File: src/rtl/ipi_regs_pkg.sv
package ipi_regs_pkg;

    parameter int DATA_W     = 32;
    parameter int DEC_W      = 8;
    parameter int MBOX_WORDS = 8;
    parameter int MBOX_BASE  = 32;

    localparam int MB_IDX_W  = (MBOX_WORDS > 1) ? $clog2(MBOX_WORDS) : 1;
    localparam int MBOX_END  = MBOX_BASE + 4 * MBOX_WORDS;

    localparam int OFF_PEND  = 0;
    localparam int OFF_MASK  = 4;
    localparam int OFF_SET   = 8;
    localparam int OFF_CLR   = 12;

    typedef enum logic [2:0] {
        SEL_NONE,
        SEL_PEND,
        SEL_MASK,
        SEL_SET,
        SEL_CLR,
        SEL_MBOX
    } reg_sel_e;

    typedef struct packed {
        reg_sel_e              sel;
        logic [MB_IDX_W-1:0]   idx;
    } dec_t;

    function automatic dec_t decode_offset(input logic [DEC_W-1:0] off);
        dec_t d;
        int   o;
        o     = int'(off);
        d.sel = SEL_NONE;
        d.idx = '0;
        if (off[1:0] == 2'b00) begin
            if (o == OFF_PEND)      d.sel = SEL_PEND;
            else if (o == OFF_MASK) d.sel = SEL_MASK;
            else if (o == OFF_SET)  d.sel = SEL_SET;
            else if (o == OFF_CLR)  d.sel = SEL_CLR;
            else if (o >= MBOX_BASE && o < MBOX_END) begin
                d.sel = SEL_MBOX;
                d.idx = MB_IDX_W'((o - MBOX_BASE) >> 2);
            end
        end
        return d;
    endfunction

endpackage

File: src/rtl/ipi_decode.sv
module ipi_decode
    import ipi_regs_pkg::*;
(
    input  logic [DEC_W-1:0] offset,
    output dec_t             dec
);
    always_comb dec = decode_offset(offset);
endmodule

File: src/rtl/ipi_status_irq.sv
module ipi_status_irq
    import ipi_regs_pkg::*;
(
    input  logic              clk,
    input  logic              rst,
    input  logic              wr_mask,
    input  logic              wr_set,
    input  logic              wr_clr,
    input  logic [DATA_W-1:0] wdata,
    output logic [DATA_W-1:0] pend_q,
    output logic [DATA_W-1:0] mask_q,
    output logic              irq_q
);
    logic [DATA_W-1:0] pend_after_set;
    logic [DATA_W-1:0] pend_after_clr;

    always_comb begin
        pend_after_set = pend_q | wdata;
        pend_after_clr = pend_q & ~wdata;
    end

    always_ff @(posedge clk) begin
        if (rst) begin
            pend_q <= '0;
            mask_q <= '0;
            irq_q  <= 1'b0;
        end else begin
            if (wr_mask) mask_q <= wdata;
            if (wr_set) begin
                pend_q <= pend_after_set;
                if ((pend_after_set & mask_q) != '0) irq_q <= 1'b1;
            end else if (wr_clr) begin
                pend_q <= pend_after_clr;
                if (pend_after_clr == '0 && mask_q != '0) irq_q <= 1'b0;
            end
        end
    end
endmodule

File: src/rtl/ipi_mailbox.sv
module ipi_mailbox
    import ipi_regs_pkg::*;
(
    input  logic                clk,
    input  logic                rst,
    input  logic                wr,
    input  logic [MB_IDX_W-1:0] wr_idx,
    input  logic [DATA_W-1:0]   wdata,
    input  logic [MB_IDX_W-1:0] rd_idx,
    output logic [DATA_W-1:0]   rdata
);
    logic [DATA_W-1:0] words [MBOX_WORDS];

    for (genvar g = 0; g < MBOX_WORDS; g++) begin : g_word
        always_ff @(posedge clk) begin
            if (rst)
                words[g] <= '0;
            else if (wr && wr_idx == MB_IDX_W'(g))
                words[g] <= wdata;
        end
    end

    always_comb begin
        rdata = '0;
        for (int i = 0; i < MBOX_WORDS; i++)
            if (rd_idx == MB_IDX_W'(i)) rdata = words[i];
    end
endmodule

File: src/rtl/ipi_core_regs.sv
module ipi_core_regs
    import ipi_regs_pkg::*;
#(
    parameter int ADDR_W = 12
) (
    input  logic              clk,
    input  logic              rst,
    input  logic              req_valid,
    input  logic              req_write,
    input  logic [ADDR_W-1:0] req_addr,
    input  logic [DATA_W-1:0] req_wdata,
    output logic [DATA_W-1:0] rd_data,
    output logic              err_pulse,
    output logic              irq_out
);
    dec_t              dec;
    logic              do_wr;
    logic              do_rd;
    logic [DATA_W-1:0] pend_q;
    logic [DATA_W-1:0] mask_q;
    logic [DATA_W-1:0] mbox_rdata;
    logic [DATA_W-1:0] rd_mux;
    logic              bad_access;
    logic [ADDR_W-1:0] unused_addr;

    assign unused_addr = req_addr;

    ipi_decode u_dec (
        .offset (req_addr[DEC_W-1:0]),
        .dec    (dec)
    );

    assign do_wr = req_valid && req_write;
    assign do_rd = req_valid && !req_write;

    ipi_status_irq u_stat (
        .clk     (clk),
        .rst     (rst),
        .wr_mask (do_wr && dec.sel == SEL_MASK),
        .wr_set  (do_wr && dec.sel == SEL_SET),
        .wr_clr  (do_wr && dec.sel == SEL_CLR),
        .wdata   (req_wdata),
        .pend_q  (pend_q),
        .mask_q  (mask_q),
        .irq_q   (irq_out)
    );

    ipi_mailbox u_mbox (
        .clk    (clk),
        .rst    (rst),
        .wr     (do_wr && dec.sel == SEL_MBOX),
        .wr_idx (dec.idx),
        .wdata  (req_wdata),
        .rd_idx (dec.idx),
        .rdata  (mbox_rdata)
    );

    always_comb begin
        unique case (dec.sel)
            SEL_PEND: rd_mux = pend_q;
            SEL_MASK: rd_mux = mask_q;
            SEL_MBOX: rd_mux = mbox_rdata;
            default:  rd_mux = '0;
        endcase
    end

    assign bad_access = req_valid &&
                        (dec.sel == SEL_NONE || (req_write && dec.sel == SEL_PEND));

    always_ff @(posedge clk) begin
        if (rst) begin
            rd_data   <= '0;
            err_pulse <= 1'b0;
        end else begin
            err_pulse <= bad_access;
            if (do_rd) rd_data <= rd_mux;
        end
    end
endmodule

File: config.mk
export PLATFORM = sky130hd
export DESIGN_NAME = ipi_core_regs
export DESIGN_NICKNAME = d
export VERILOG_FILES = /design/src/rtl/ipi_regs_pkg.sv /design/src/rtl/ipi_decode.sv /design/src/rtl/ipi_status_irq.sv /design/src/rtl/ipi_mailbox.sv /design/src/rtl/ipi_core_regs.sv
export SDC_FILE = /design/constraint.sdc
export NUM_CORES = 1
export LEC_CHECK = 0
export ABC_AREA = 1
export CORE_MARGIN = 10
export CORE_UTILIZATION = 40
export CTS_CLUSTER_DIAMETER = 60
export DETAILED_ROUTE_END_ITERATION = 7
export PLACE_DENSITY_LB_ADDON = 0.15
export SLEW_MARGIN = 40
export SYNTH_ARGS = -nofsm -noshare
export SYNTH_HDL_FRONTEND = slang
export SYNTH_SLANG_ARGS = --single-unit
export TNS_END_PERCENT = 5
File: constraint.sdc
create_clock -name clk -period 4.6 [get_ports clk]
set_input_delay 0.92 -clock clk [delete_from_list [all_inputs] [get_ports clk]]
set_output_delay 0.92 -clock clk [all_outputs]
set_load 0.01 [all_outputs]
==> results.py, run 1 <==
metrics = {
    "worst_setup_path": {
        "cp.required_ns": 4.99,
        "reg2regPathDepth": 6,
        "r2r_slack_ns": 2.49,
        "rr_startpoint": "u_stat.mask_q[12]",
        "critPathLaunchType": "input port",
        "worstPathMaxFanout": 20,
        "timing.rr.end": "u_stat.irq_q",
        "end_kind": "flip-flop",
        "arrival_ns": 4.03,
        "path_class": "input port to flip-flop",
    },
    "detailed_routing": {
        "drcViolationCount": 0,
        "routed-via-count": 12718,
        "viasPerCell": 5.348,
        "avgRoutedWirePerCell_um": 19.81,
        "ant_nets": 0,
        "drt_iter0_drc": 1124,
        "drt_wl_total_um": 47110,
        "first_pass_iters": 5,
    },
    "flow_run": {
        "cap_violations": 0,
    },
    "timing": {
        "relSlewSlack": 0.4354,
        "hold_viol": 0,
        "setup_violations": 0,
        "skew_ns": 0.01281,
        "fin_crit_ns": 3.642,
        "layout_setup_ws_ns": 0.9575,
        "max_freq_mhz": 274.5,
        "finalMaxSlewViolations": 0,
        "grt_setup_unrepaired": "no",
        "fin_crit_sh": 0.7918,
        "worst_slew_pin_slew_ns": 0.8392,
    },
    "global_routing": {
        "track_usage": 0.1919,
        "grt_pass1_wl_um": 71100,
        "grt_pass1_vias": 11967,
        "antenna_found_initial": 0,
        "grt_max_degree": 66,
        "grt-ovfl-total": 0,
    },
    "final_layout": {
        "layout-drive-gt1-share": 0.07717,
        "syn_to_final_growth_pct": 17.18,
        "final_util": 0.4727,
        "final_cell_area_um2": 18690,
        "num_antenna_cells": 0,
        "fin_nets": 1873,
    },
    "placement": {
        "gp_congestion": 0.8561,
        "dp.final_hpwl_um": 31920,
        "place_area_um2": 17480,
        "pre_cts_ws_ns": 0.4286,
        "io_buffers": 77,
    },
    "synth": {
        "synthTopCellsByCount": "nor2_1 (432), edfxtp_1 (256), nand2_1 (255)",
        "syn_nets": 1808,
        "async_reset_ff_frac": 0,
        "synth_cells": 1760,
        "yosysWarnings": 0,
        "synth.ff_latch_count": 354,
        "yosysTopAreaCell": "edfxtp_1",
        "synth-edff-count": 256,
        "postSynthAreaPerCell_um2": 9.064,
        "synth_most_common_cell": "nor2_1",
        "synth_top_area_share": 0.4819,
        "yosys_most_used_dff": "edfxtp_1",
        "syn-cell-area_um2": 15950,
        "ys_top_cells_by_area": "edfxtp_1 (48%), dfxtp_1 (12%), nor2_1 (10%), nand2_1 (6.0%), a21oi_1 (4.2%)",
        "synth_seq_area_share": 0.6049,
        "ys_types": 31,
    },
    "power_and_ir_drop": {
        "power.internal_uw": 5338,
        "combPwrFrac": 0.046,
        "irDropWorstVdd_uv": 239.1,
        "leakage_uw": 0.006941,
        "p_clk_frac": 0.438,
        "swShare": 0.2247,
        "power.total_uw": 6885,
        "switching_power_uw": 1547,
        "seqPwrFrac": 0.516,
        "powerDensity_nw_per_um2": 368.3,
    },
    "clock_network": {
        "clock-root-buffer": "clkbuf_16",
        "clock_latency_ns": 0.54,
        "hold_buffers": 0,
        "path_clk_slew_ns": 0.06,
        "cts_tree": "done",
        "cts_setup_buffers": 0,
        "cts.sinks": 354,
        "cts_buffers": 40,
        "clk_path_buf_depth": 3,
        "cts_resized": 0,
        "htree_levels": 2,
    },
    "worst_hold_path": {
        "hold_start": "rd_data[16]",
        "worst_hold_path.endpoint": "rd_data[16]",
        "hp-class": "flip-flop to flip-flop",
        "whs_path_depth": 2,
    },
    "floorplanning": {
        "rows": 73,
        "start_util": 0.4034,
        "fp.dieW_um": 219.7,
        "coreArea_um2": 39550,
        "die_h_um": 219.7,
        "io_pins": 82,
        "die_area_um2": 48270,
    },
    "run_status": {
        "status": "finished clean",
    },
}
## flip-flops by register name, summed over array words and instances, names as in the netlist, named ones only
name           cells
u_stat.irq_q       1
u_mbox.words     256
err_pulse          1
rd_data           32
u_stat.mask_q     32
## how the worst max path moves through the flow
| stage | startpoint | end | slack, ns | cells after the start |
|---|---|---|---|---|
| after floorplan | req_addr[1] | u_mbox.words[0][100] | -0.28 | 10 |
| after CTS | req_addr[1] | u_mbox.words[0][28] | 0.97 | 12 |
| after global routing | req_addr[1] | u_mbox.words[0][0] | 0.73 | 12 |
| after detailed placement | req_addr[1] | u_mbox.words[0][28] | 0.43 | 12 |
| final | req_addr[1] | u_mbox.words[0][4] | 0.96 | 12 |
| after global placement | req_addr[1] | u_mbox.words[0][3] | 0.50 | 12 |
## worst max-delay path, cell delays in order
cell	delay (ns)
clkdlybuf4s50_1	0.46
nor2_4	0.23
nand2_4	0.23
inv_2	0.17
nand2_1	0.06
o21a_1	0.18
nor2_2	0.23
nand3_2	0.16
nor2_4	0.27
nand4_1	0.56
buf_4	0.43
nor2_1	0.11
## final cells by class
cell class                 count  area (µm²)
inverter                     118       442.9
clock buffer                  59        1150
tap                          525       656.9
sequential                   354        9649
fill                        3811       20860
multi-input combinational   1183        5472
clock inverter                11       61.31
timing repair buffer         128        1261
## cells by family after synthesis
kind of cell	count (synthesis)	share of synthesized area
AO/OA/AOI/OAI	280	0.09804
AND/OR/NAND/NOR	903	0.2416
buffers and inverters	223	0.05545
flip-flops	354	0.6049
## metal layers
metal  GRT usage  part of all wire  vias to the layer above
met4     0.06163             0.024                        0
met3     0.02386             0.049                       74
met5           0                 0                        -
met1      0.2533              0.44                     6150
met2      0.3221              0.49                      354
li1            -                 -                     6140
## power by group through the flow
stage / clock (µW) / sequential [µW] / combinational, µW
2_1_floorplan: 0 / 3620 / 152
3_3_place_gp: 0 / 3620 / 320
3_5_place_dp: 0 / 3620 / 322
4_1_cts: 3060 / 3560 / 323
5_1_grt: 3180 / 3560 / 345
6_report: 3010 / 3560 / 316
## stage by stage
| stage | std cells | TNS, ns | hold slack, ns |
|---|---|---|---|
| floorplan | 1760 | -26.51 | 0.4458 |
| global placement | 2308 | 0 | 0.4533 |
| detailed placement | 2308 | 0 | 0.4544 |
| CTS | 2378 | 0 | 0.4625 |
| global route | 2378 | 0 | 0.4815 |
| finish | 2378 | 0 | 0.4611 |
## layout by cell type, fill, tap and decap left out, types with 2 or more instances in the layout
| master | Yosys | final |
|---|---|---|
| nor2_1 | 432 | 428 |
| edfxtp_1 | 256 | 256 |
| nand2_1 | 255 | 255 |
| a21oi_1 | 135 | 135 |
| nand3_1 | 101 | 100 |
| dfxtp_1 | 98 | 98 |
| o21ai_0 | 90 | 87 |
| nand4_1 | 81 | 81 |
| inv_1 | 81 | 80 |
| clkdlybuf4s50_1 | 0 | 76 |
| buf_4 | 0 | 42 |
| clkbuf_16 | 0 | 41 |
| clkinv_1 | 32 | 36 |
| a22oi_1 | 32 | 32 |
| o21bai_1 | 15 | 15 |
| nor4_1 | 10 | 10 |
| clkbuf_1 | 62 | 10 |
| buf_12 | 0 | 9 |
| nor2_2 | 4 | 8 |
| nand3_2 | 5 | 6 |
| inv_2 | 5 | 6 |
| clkbuf_8 | 0 | 5 |
| o2111a_1 | 4 | 4 |
| nor2_4 | 4 | 4 |
| clkinv_2 | 0 | 4 |
| nor3_1 | 4 | 3 |
| o21ai_4 | 1 | 3 |
| inv_6 | 0 | 3 |
| nor3_2 | 2 | 2 |
| o21a_1 | 2 | 2 |
| nand2_4 | 2 | 2 |
| clkbuf_2 | 0 | 2 |
Note: power is estimated with default switching activity, not from simulation.
==> run 2, diff against run 1 <==
==> constraint.sdc (replaced) <==
create_clock -name clk -period 3.51 [get_ports clk]
set_input_delay 0.702 -clock clk [delete_from_list [all_inputs] [get_ports clk]]
set_output_delay 0.702 -clock clk [all_outputs]
set_load 0.01 [all_outputs]
==> results.py, run 2 (same netlist as run 1, synthesis figures left out) <==
metrics = {
    "global_routing": {
        "grt_busiest_layer": "met2",
        "track_usage": 0.1927,
        "grt_max_degree": 66,
        "use_met1": 0.2494,
        "antenna_found_initial": 0,
        "grt_pass1_vias": 12289,
        "grt_pass1_wl_um": 71800,
        "grt-ovfl-total": 0,
        "met3_usage": 0.03154,
        "grtUsageMet2": 0.3267,
    },
    "floorplanning": {
        "start_util": 0.4034,
        "fp.dieW_um": 219.7,
        "rows": 73,
        "io_pins": 82,
        "die_h_um": 219.7,
        "die_area_um2": 48270,
        "coreArea_um2": 39550,
    },
    "worst_setup_path": {
        "arrival_ns": 3.39,
        "crit_chain": "clkdlybuf4s50_1 -> nand2_4 -> buf_4 -> nor2_4 -> nor2_2 -> nand2_1 -> buf_4 -> inv_2 -> nand3_1 -> buf_4 -> nor2_1",
        "path_class": "input port to flip-flop",
        "path_depth": 11,
        "crit_buf_inv": 5,
        "critPathLaunchType": "input port",
        "rr_startpoint": "u_stat.mask_q[12]",
        "reg2regPathDepth": 6,
        "worstPathMaxFanout": 21,
        "cp.required_ns": 3.89,
        "cp_top_family": "buffers and inverters",
        "worstSetupEndpoint": "u_mbox.words[1][25]",
        "end_kind": "flip-flop",
        "cpMostUsedCell": "buf_4",
        "slowest_stage": "clkdlybuf4s50_1",
        "critPathLaunch": "req_addr[2]",
        "timing.rr.end": "u_stat.irq_q",
        "critPathMaxStageDelay_ns": 0.57,
        "r2r_slack_ns": 1.62,
    },
    "detailed_routing": {
        "viasPerCell": 5.279,
        "avgRoutedWirePerCell_um": 19.49,
        "drt_wl_total_um": 46800,
        "drt_iter0_drc": 1033,
        "drcViolationCount": 0,
        "first_pass_iters": 7,
        "routed-via-count": 12674,
        "ant_nets": 0,
    },
    "clock_network": {
        "clock_latency_ns": 0.54,
        "path_clk_slew_ns": 0.06,
        "clk_path_buf_depth": 3,
        "cts_tree": "done",
        "cts.sinks": 354,
        "cts_buffers": 39,
        "clock-root-buffer": "clkbuf_16",
        "htree_levels": 2,
        "cts_resized": 0,
        "cts_setup_buffers": 0,
        "hold_buffers": 0,
    },
    "power_and_ir_drop": {
        "seqPwrFrac": 0.506,
        "switching_power_uw": 2017,
        "power.total_uw": 9203,
        "combPwrFrac": 0.047,
        "powerDensity_nw_per_um2": 483.7,
        "p_clk_frac": 0.446,
        "swShare": 0.2192,
        "power.internal_uw": 7186,
        "irDropWorstVdd_uv": 385.1,
        "leakage_uw": 0.007109,
    },
    "final_layout": {
        "num_antenna_cells": 0,
        "fin_nets": 1894,
        "largest_register_ffs": 256,
        "nFillCells": 3784,
        "final_util": 0.4811,
        "layout_common_cells": "nor2_1 (428), edfxtp_1 (256), nand2_1 (255)",
        "regMostFlops": "u_mbox.words",
        "final_common_cell": "nor2_1",
        "top_regs": "u_mbox.words x256, rd_data x32, u_stat.mask_q x32",
        "syn_to_final_growth_pct": 19.27,
        "layout-drive-gt1-share": 0.08849,
    },
    "timing": {
        "finalMaxSlewViolations": 0,
        "skew_ns": 0.01916,
        "fin_crit_ns": 3.012,
        "hold_viol": 0,
        "max_freq_mhz": 332.1,
        "relSlewSlack": 0.4642,
        "worst_slew_pin_slew_ns": 0.8028,
        "grt_setup_unrepaired": "no",
        "fin_crit_sh": 0.8580,
        "fin_setup_tns_ns": 0,
        "setup_violations": 0,
    },
    "flow_run": {
        "cap_violations": 0,
    },
    "placement": {
        "gp_congestion": 0.8406,
        "dp.final_hpwl_um": 31360,
        "io_buffers": 77,
    },
    "worst_hold_path": {
        "hp-class": "flip-flop to flip-flop",
    },
    "run_status": {
        "status": "finished clean",
    },
}
run 2: changes by cell type in the layout (fill, tap and decap cells not counted), sizes merged:
cell	change
clkbuf	-4
clkinvlp	+2
buf	+22
inv	-2
bufinv	+3
clkinv	+2
run 2: how the worst min path moves through the flow:
stage,startpoint,to,slack [ns],depth (start not counted)
5_1_grt,rd_data[24],rd_data[24],0.49,2
3_3_place_gp,rd_data[15],rd_data[15],0.45,2
4_1_cts,rd_data[13],rd_data[13],0.46,2
3_5_place_dp,rd_data[13],rd_data[13],0.46,2
2_1_floorplan,u_stat.mask_q[11],u_stat.mask_q[11],0.45,2
6_report,rd_data[13],rd_data[13],0.46,2
run 2: worst register-to-register path, stage by stage, from the launching register on:
cell and delay, ns:
dfxtp_1 0.34, nor4_2 0.59, nand4_1 0.30, or2_2 0.35, nand4_1 0.07, nand2_1 0.05
a21oi_1 0.11
run 2: cell type report:
class / count / area, µm² / share of cell area
clock buffers: 55 / 1114 / 0.05853
clock inverters: 16 / 160.2 / 0.008417
inverters: 118 / 442.9 / 0.02328
multi-input cells: 1183 / 5478 / 0.2879
flip-flops and latches: 354 / 9649 / 0.5071
well taps: 525 / 656.9 / 0.03452
repair buffers: 150 / 1526 / 0.08023
run 2: per-layer routing:
layer | vias up | share of wire
met5 | - | 0
met4 | 0 | 0.022
met3 | 66 | 0.062
met2 | 365 | 0.49
met1 | 6056 | 0.42
li1 | 6187 | -
run 2: stage by stage:
step | setup WS (ns) | area, µm² | cells | hold slack [ns]
finish | 0.4985 | 19030 | 2401 | 0.4628
detailed placement | 0.05743 | 17750 | 2330 | 0.4553
floorplan | -0.2890 | 15950 | 1760 | 0.4458
CTS | 0.5788 | 19030 | 2401 | 0.4643
global route | 0.3433 | 19030 | 2401 | 0.4875
global placement | 0.09449 | 17750 | 2330 | 0.4533
run 2: power by group through the flow:
stage / clock [µW] / sequential, µW / combinational [µW]
floorplan: 0 / 4740 / 200
global placement: 0 / 4740 / 439
detailed placement: 0 / 4750 / 442
CTS: 4170 / 4660 / 444
global route: 4330 / 4670 / 474
finish: 4110 / 4660 / 436
